**src/rtl/jbuf_slip_pkg.sv**
```systemverilog
package jbuf_slip_pkg;
  typedef enum logic [1:0] {
    VERD_INIT = 2'd0,
    VERD_OK   = 2'd1,
    VERD_OVF  = 2'd2,
    VERD_UDR  = 2'd3
  } verdict_e;
endpackage

```
**src/rtl/jbuf_slip_class.sv**
```systemverilog
module jbuf_slip_class
  import jbuf_slip_pkg::*;
#(
  parameter int PTR_W      = 11,
  parameter int CELL_BYTES = 47
) (
  input  logic             primed_i,
  input  logic [PTR_W-1:0] wr_ptr_i,
  input  logic [PTR_W-1:0] rd_ptr_i,
  input  logic [PTR_W-1:0] max_lead_i,
  output verdict_e         verdict_o,
  output logic [PTR_W-1:0] start_o,
  output logic [PTR_W-1:0] next_ptr_o
);
  localparam logic [PTR_W:0]   CELL_EXT = (PTR_W+1)'(CELL_BYTES);
  localparam logic [PTR_W-1:0] CELL_PTR = PTR_W'(CELL_BYTES);

  logic [PTR_W-1:0] lead;
  logic [PTR_W-1:0] centre;
  logic             behind;
  logic             too_far;

  assign lead    = wr_ptr_i - rd_ptr_i;
  // upper half of the ring counts as behind the reader
  assign behind  = (lead == '0) || lead[PTR_W-1];
  assign too_far = ({1'b0, lead} + CELL_EXT) > {1'b0, max_lead_i};
  assign centre  = rd_ptr_i + (max_lead_i >> 1);

  always_comb begin
    if (!primed_i) begin
      verdict_o = VERD_INIT;
      start_o   = centre;
    end else if (behind) begin
      verdict_o = VERD_UDR;
      start_o   = centre;
    end else if (too_far) begin
      verdict_o = VERD_OVF;
      start_o   = centre;
    end else begin
      verdict_o = VERD_OK;
      start_o   = wr_ptr_i;
    end
  end

  assign next_ptr_o = start_o + CELL_PTR;
endmodule

```
**src/rtl/jbuf_slip_bank.sv**
```systemverilog
module jbuf_slip_bank #(
  parameter int NUM_CH = 8,
  parameter int PTR_W  = 11,
  localparam int CH_W  = (NUM_CH > 1) ? $clog2(NUM_CH) : 1
) (
  input  logic             clk_i,
  input  logic             rst_ni,
  input  logic [CH_W-1:0]  sel_ch_i,
  input  logic             upd_i,
  input  logic [PTR_W-1:0] upd_ptr_i,
  output logic [PTR_W-1:0] wr_ptr_o,
  output logic             primed_o
);
  logic [PTR_W-1:0] ptr_q    [NUM_CH];
  logic [NUM_CH-1:0] primed_q;

  for (genvar g = 0; g < NUM_CH; g++) begin : g_ch
    logic hit;
    assign hit = upd_i && (sel_ch_i == CH_W'(g));
    always_ff @(posedge clk_i or negedge rst_ni) begin
      if (!rst_ni) begin
        ptr_q[g]    <= '0;
        primed_q[g] <= 1'b0;
      end else if (hit) begin
        ptr_q[g]    <= upd_ptr_i;
        primed_q[g] <= 1'b1;
      end
    end
  end

  assign wr_ptr_o = ptr_q[sel_ch_i];
  assign primed_o = primed_q[sel_ch_i];
endmodule

```
**src/rtl/jbuf_slip_top.sv**
```systemverilog
module jbuf_slip_top
  import jbuf_slip_pkg::*;
#(
  parameter int NUM_CH     = 8,
  parameter int PTR_W      = 11,
  parameter int CELL_BYTES = 47,
  localparam int CH_W      = (NUM_CH > 1) ? $clog2(NUM_CH) : 1
) (
  input  logic              clk_i,
  input  logic              rst_ni,
  input  logic              cell_req_i,
  input  logic [CH_W-1:0]   cell_ch_i,
  input  logic [PTR_W-1:0]  rd_ptr_i,
  input  logic [PTR_W-1:0]  max_lead_i,
  output logic              wr_vld_o,
  output logic [PTR_W-1:0]  wr_addr_o,
  output logic [NUM_CH-1:0] ovf_o,
  output logic [NUM_CH-1:0] udr_o
);
  logic [PTR_W-1:0]  cur_ptr;
  logic              cur_primed;
  verdict_e          verdict;
  logic [PTR_W-1:0]  start;
  logic [PTR_W-1:0]  next_ptr;
  logic [NUM_CH-1:0] ch_sel;

  logic              vld_q;
  logic [PTR_W-1:0]  addr_q;
  logic [NUM_CH-1:0] ovf_q;
  logic [NUM_CH-1:0] udr_q;

  jbuf_slip_bank #(
    .NUM_CH (NUM_CH),
    .PTR_W  (PTR_W)
  ) u_bank (
    .clk_i     (clk_i),
    .rst_ni    (rst_ni),
    .sel_ch_i  (cell_ch_i),
    .upd_i     (cell_req_i),
    .upd_ptr_i (next_ptr),
    .wr_ptr_o  (cur_ptr),
    .primed_o  (cur_primed)
  );

  jbuf_slip_class #(
    .PTR_W      (PTR_W),
    .CELL_BYTES (CELL_BYTES)
  ) u_class (
    .primed_i   (cur_primed),
    .wr_ptr_i   (cur_ptr),
    .rd_ptr_i   (rd_ptr_i),
    .max_lead_i (max_lead_i),
    .verdict_o  (verdict),
    .start_o    (start),
    .next_ptr_o (next_ptr)
  );

  assign ch_sel = NUM_CH'(1) << cell_ch_i;

  always_ff @(posedge clk_i or negedge rst_ni) begin
    if (!rst_ni) begin
      vld_q  <= 1'b0;
      addr_q <= '0;
      ovf_q  <= '0;
      udr_q  <= '0;
    end else begin
      vld_q <= cell_req_i;
      ovf_q <= (cell_req_i && verdict == VERD_OVF) ? ch_sel : '0;
      udr_q <= (cell_req_i && verdict == VERD_UDR) ? ch_sel : '0;
      if (cell_req_i) addr_q <= start;
    end
  end

  assign wr_vld_o  = vld_q;
  assign wr_addr_o = addr_q;
  assign ovf_o     = ovf_q;
  assign udr_o     = udr_q;
endmodule

```
**config.mk**
```make
export PLATFORM = sky130hd
export DESIGN_NAME = jbuf_slip_top
export DESIGN_NICKNAME = d
export VERILOG_FILES = /design/src/rtl/jbuf_slip_pkg.sv /design/src/rtl/jbuf_slip_class.sv /design/src/rtl/jbuf_slip_bank.sv /design/src/rtl/jbuf_slip_top.sv
export SDC_FILE = /design/constraint.sdc
export NUM_CORES = 1
export LEC_CHECK = 0
export CAP_MARGIN = 25
export CELL_PAD_IN_SITES_DETAIL_PLACEMENT = 0
export CELL_PAD_IN_SITES_GLOBAL_PLACEMENT = 1
export CORE_MARGIN = 10
export CORE_UTILIZATION = 42
export DETAILED_ROUTE_END_ITERATION = 12
export MAX_ROUTING_LAYER = met4
export PLACE_DENSITY_LB_ADDON = 0.1
export REMOVE_ABC_BUFFERS = 1
export SETUP_SLACK_MARGIN = 0.05
export SLEW_MARGIN = 15
export SYNTH_ARGS = -nofsm -noshare
export SYNTH_HDL_FRONTEND = slang
export SYNTH_SLANG_ARGS = --single-unit
```
**constraint.sdc**
```tcl
create_clock -name clk_i -period 5.55 [get_ports clk_i]
set_input_delay 1.665 -clock clk_i [delete_from_list [all_inputs] [get_ports clk_i]]
set_output_delay 1.665 -clock clk_i [all_outputs]
set_load 0.005 [all_outputs]
```
==> run metrics <==
run status=finished with violations; failing checks=setup timing; hold path depth=1; Area Growth Syn to Fin=42.1%; # fillers=1400; initial antenna violation count=0; worst r2r src=u_bank.ptr_q[47]$_DFFE_PN0P_; RR Endpoint=u_bank.ptr_q[32]$_DFFE_PN0P_; Total GRT Usage=between 10% and 20%; router iterations before antenna repair=4; number of synthesized flops with an enable pin=0; clock insertion delay at the later pin of the skew report=420 ps; cell row count=47; Synth Cell Area=7010 µm²; gpl congestion=around 0.85; number of global-route vias before repair=5891; ant diodes=0; critical path class=primary input to register; met2 Resource Use GR=30.8%; maximum clock frequency=roughly 150 MHz; Final min period=slightly below 7000 ps; Worst setup EP type=register; Die X-Extent=roughly 150 µm; post-synth top area share=between 40 and 50%; root buf cell=clkbuf_16; Mapped Cells=708; CTS Hold Bufs=0; Bufs and invs on worst path=8; top cell type by total area after synthesis=dfrtp_1; arrival time worst endpoint=between 7000 and 8000 ps; clk_skew=approximately 12 ps; HP Class=register to register; Starting Density=42.6%; most common library cells after synthesis=dfrtp_1 (124), nand2_1 (117), o21ai_0 (85); RSZ-0062 raised after global routing=true; GRT Max-Usage Layer=met2; synth top area cells=dfrtp_1 (44%), mux4_2 (7.7%), nand2_1 (6.3%); DIE AREA=roughly 22000 µm²; count of state elements after synthesis=124; Period Utilization, post-route=122%; cells on worst reg2reg path=31; Yosys cell types=52; CTS sink cnt=124; final number of hold-violating endpoints=0; share of flip-flops with an asynchronous set or reset=100%; slowest CP cell=mux4_2; Max Slew Vio Count=0; DR vias=5782; I/O pin total=56; ratio of cells with drive above 1 in the final layout=32.7%; Finished Core Util=60.5%; setup TNS=-70840 ps; CP most frequent cell=buf_6; CTS tree=built; area of the core=about 16000 µm²; maximum buffer depth of the clock tree=2; Total Wirelength=20200 µm; Worst-Margin Slew=around 1100 ps; Max Cap Viol=0; CP delay by family, top=compound AO/OA/AOI/OAI gates; GR Overflow Total=0; final setup fails=98; die height=149 µm; global routing met1 resource utilization=a little under a quarter; I/O Buffers=55; H-Tree Depth=4; Req. time, crit path=approximately 5800 ps; DRC Markers=0; clock-pin transition on the worst setup and hold timing paths=60 ps; post-route setup slack=-1230 ps; Rel. slew slack=about a quarter; maximum VDD drop=approximately 0.54 mV; crit-path max cell delay=550 ps; LEAKAGE=~4.4 nW; global-route wire length before repair=~32000 µm; global routing usage on met3=approximately 4.2%; post-DR vias/cell=5.25; Min Hold Slack=464 ps; DRT antenna net count=0; crit path max fanout=8; YS warnings=0; CTS buffer count=17; HP Start=u_bank.primed_q[1]$_DFFE_PN0P_; main flop type after synthesis=dfrtp_1; FF-to-FF setup slack=-70 ps; ratio of total power to cell area=777 nW/µm²; DP Wirelength=13600 µm; Worst Hold Path EP=u_bank.primed_q[1]$_DFFE_PN0P_; WL/cell=18.4 µm; nets=934; Critical Path Start Type=primary input; post-synthesis sequential area ratio=44.3%; most frequent cell after synthesis=dfrtp_1; Syn Area/Cell=9.90 µm²; DRT iter0 DRCs=317; largest net degree at the start of global routing=between 70 and 80
worst max-delay path by stage:
stage,startpoint,to,slack [ps],cells after the start
floorplan,cell_ch_i[0],u_bank.ptr_q[54]$_DFFE_PN0P_,-2170,29
global placement,cell_ch_i[1],u_bank.ptr_q[65]$_DFFE_PN0P_,-2220,31
detailed placement,cell_ch_i[1],u_bank.ptr_q[54]$_DFFE_PN0P_,-2400,31
CTS,cell_ch_i[0],u_bank.ptr_q[54]$_DFFE_PN0P_,-1220,35
global route,cell_ch_i[0],u_bank.ptr_q[32]$_DFFE_PN0P_,-1480,32
finish,cell_ch_i[0],u_bank.ptr_q[32]$_DFFE_PN0P_,-1230,33
worst register-to-register path, delay by kind of cell, from the launching register on:
family                     cells  cell delay, ps
xor gates and xnor gates       3             510
AOI/OAI and AO/OA             10            1520
and+or+nand+nor                7             710
buffers and inverters          6             730
DFF                            1             380
adders and majority gates      3             790
muxes                          2             840
layer usage:
layer	wire, µm	vias to the layer above
met1	9240	2846
met4	295	0
met3	853	28
met2	9860	93
li1	-	2815
met5	0	-
cell usage in the layout, fill, tap and decap left out, drive strengths merged, types with 26 or more instances in the layout:
cell type      instances
nor2                  43
ha                    35
nand2                117
a21oi                 26
buf                  120
inv                   36
o21ai                103
clkdlybuf4s50         52
xnor2                 27
dfrtp                124
power breakdown:
part	switching [mW]	internal, mW	total (mW)
sequential	0.181	1.26	1.44
clock	0.408	0.741	1.15
combinational	2.55	2.61	5.16
flip-flops by register name, indices dropped and copies added (netlist names):
name and cells:
udr_o 8, u_bank.ptr_q 88, u_bank.primed_q 8, wr_vld_o 1
ovf_o 8, wr_addr_o 11
cell type report:
cell class | count | area (µm²) | share of cell area, %
inverters | 35 | 131 | 1.32
clock buffers | 22 | 474 | 4.76
well taps | 220 | 275 | 2.76
multi-input cells | 518 | 4160 | 41.7
flip-flops and latches | 124 | 3100 | 31.1
clock inverters | 9 | 136 | 1.37
repair buffers | 173 | 1690 | 16.9
stage by stage:
step,cell area [µm²],worst slack (ps),power [mW],instances
CTS,9580,-1220,7.14,1090
finish,9970,-1230,7.75,1101
floorplan,6870,-2170,3.56,677
detailed placement,8380,-2400,5.03,1038
global placement,8370,-2220,4.94,1037
global route,9970,-1480,8.24,1101
cells by family after synthesis:
kind of cell             synth area share (%)
AO/OA/AOI/OAI                            14.2
XOR/XNOR                                 5.21
adder cells (fa/ha/maj)                  6.82
buffers and inverters                    3.96
flip-flops                               44.3
multiplexers                             11.5
AND/OR/NAND/NOR                          14.1
repair_timing:
action	CTS	global route
buffers inserted	20	12
endpoints found under the setup margin	107	107
pin swaps	44	52
endpoints found under the hold margin	0	0
resized for setup	122	89
cloned	2	0
Note: power is estimated with default switching activity, not from simulation.
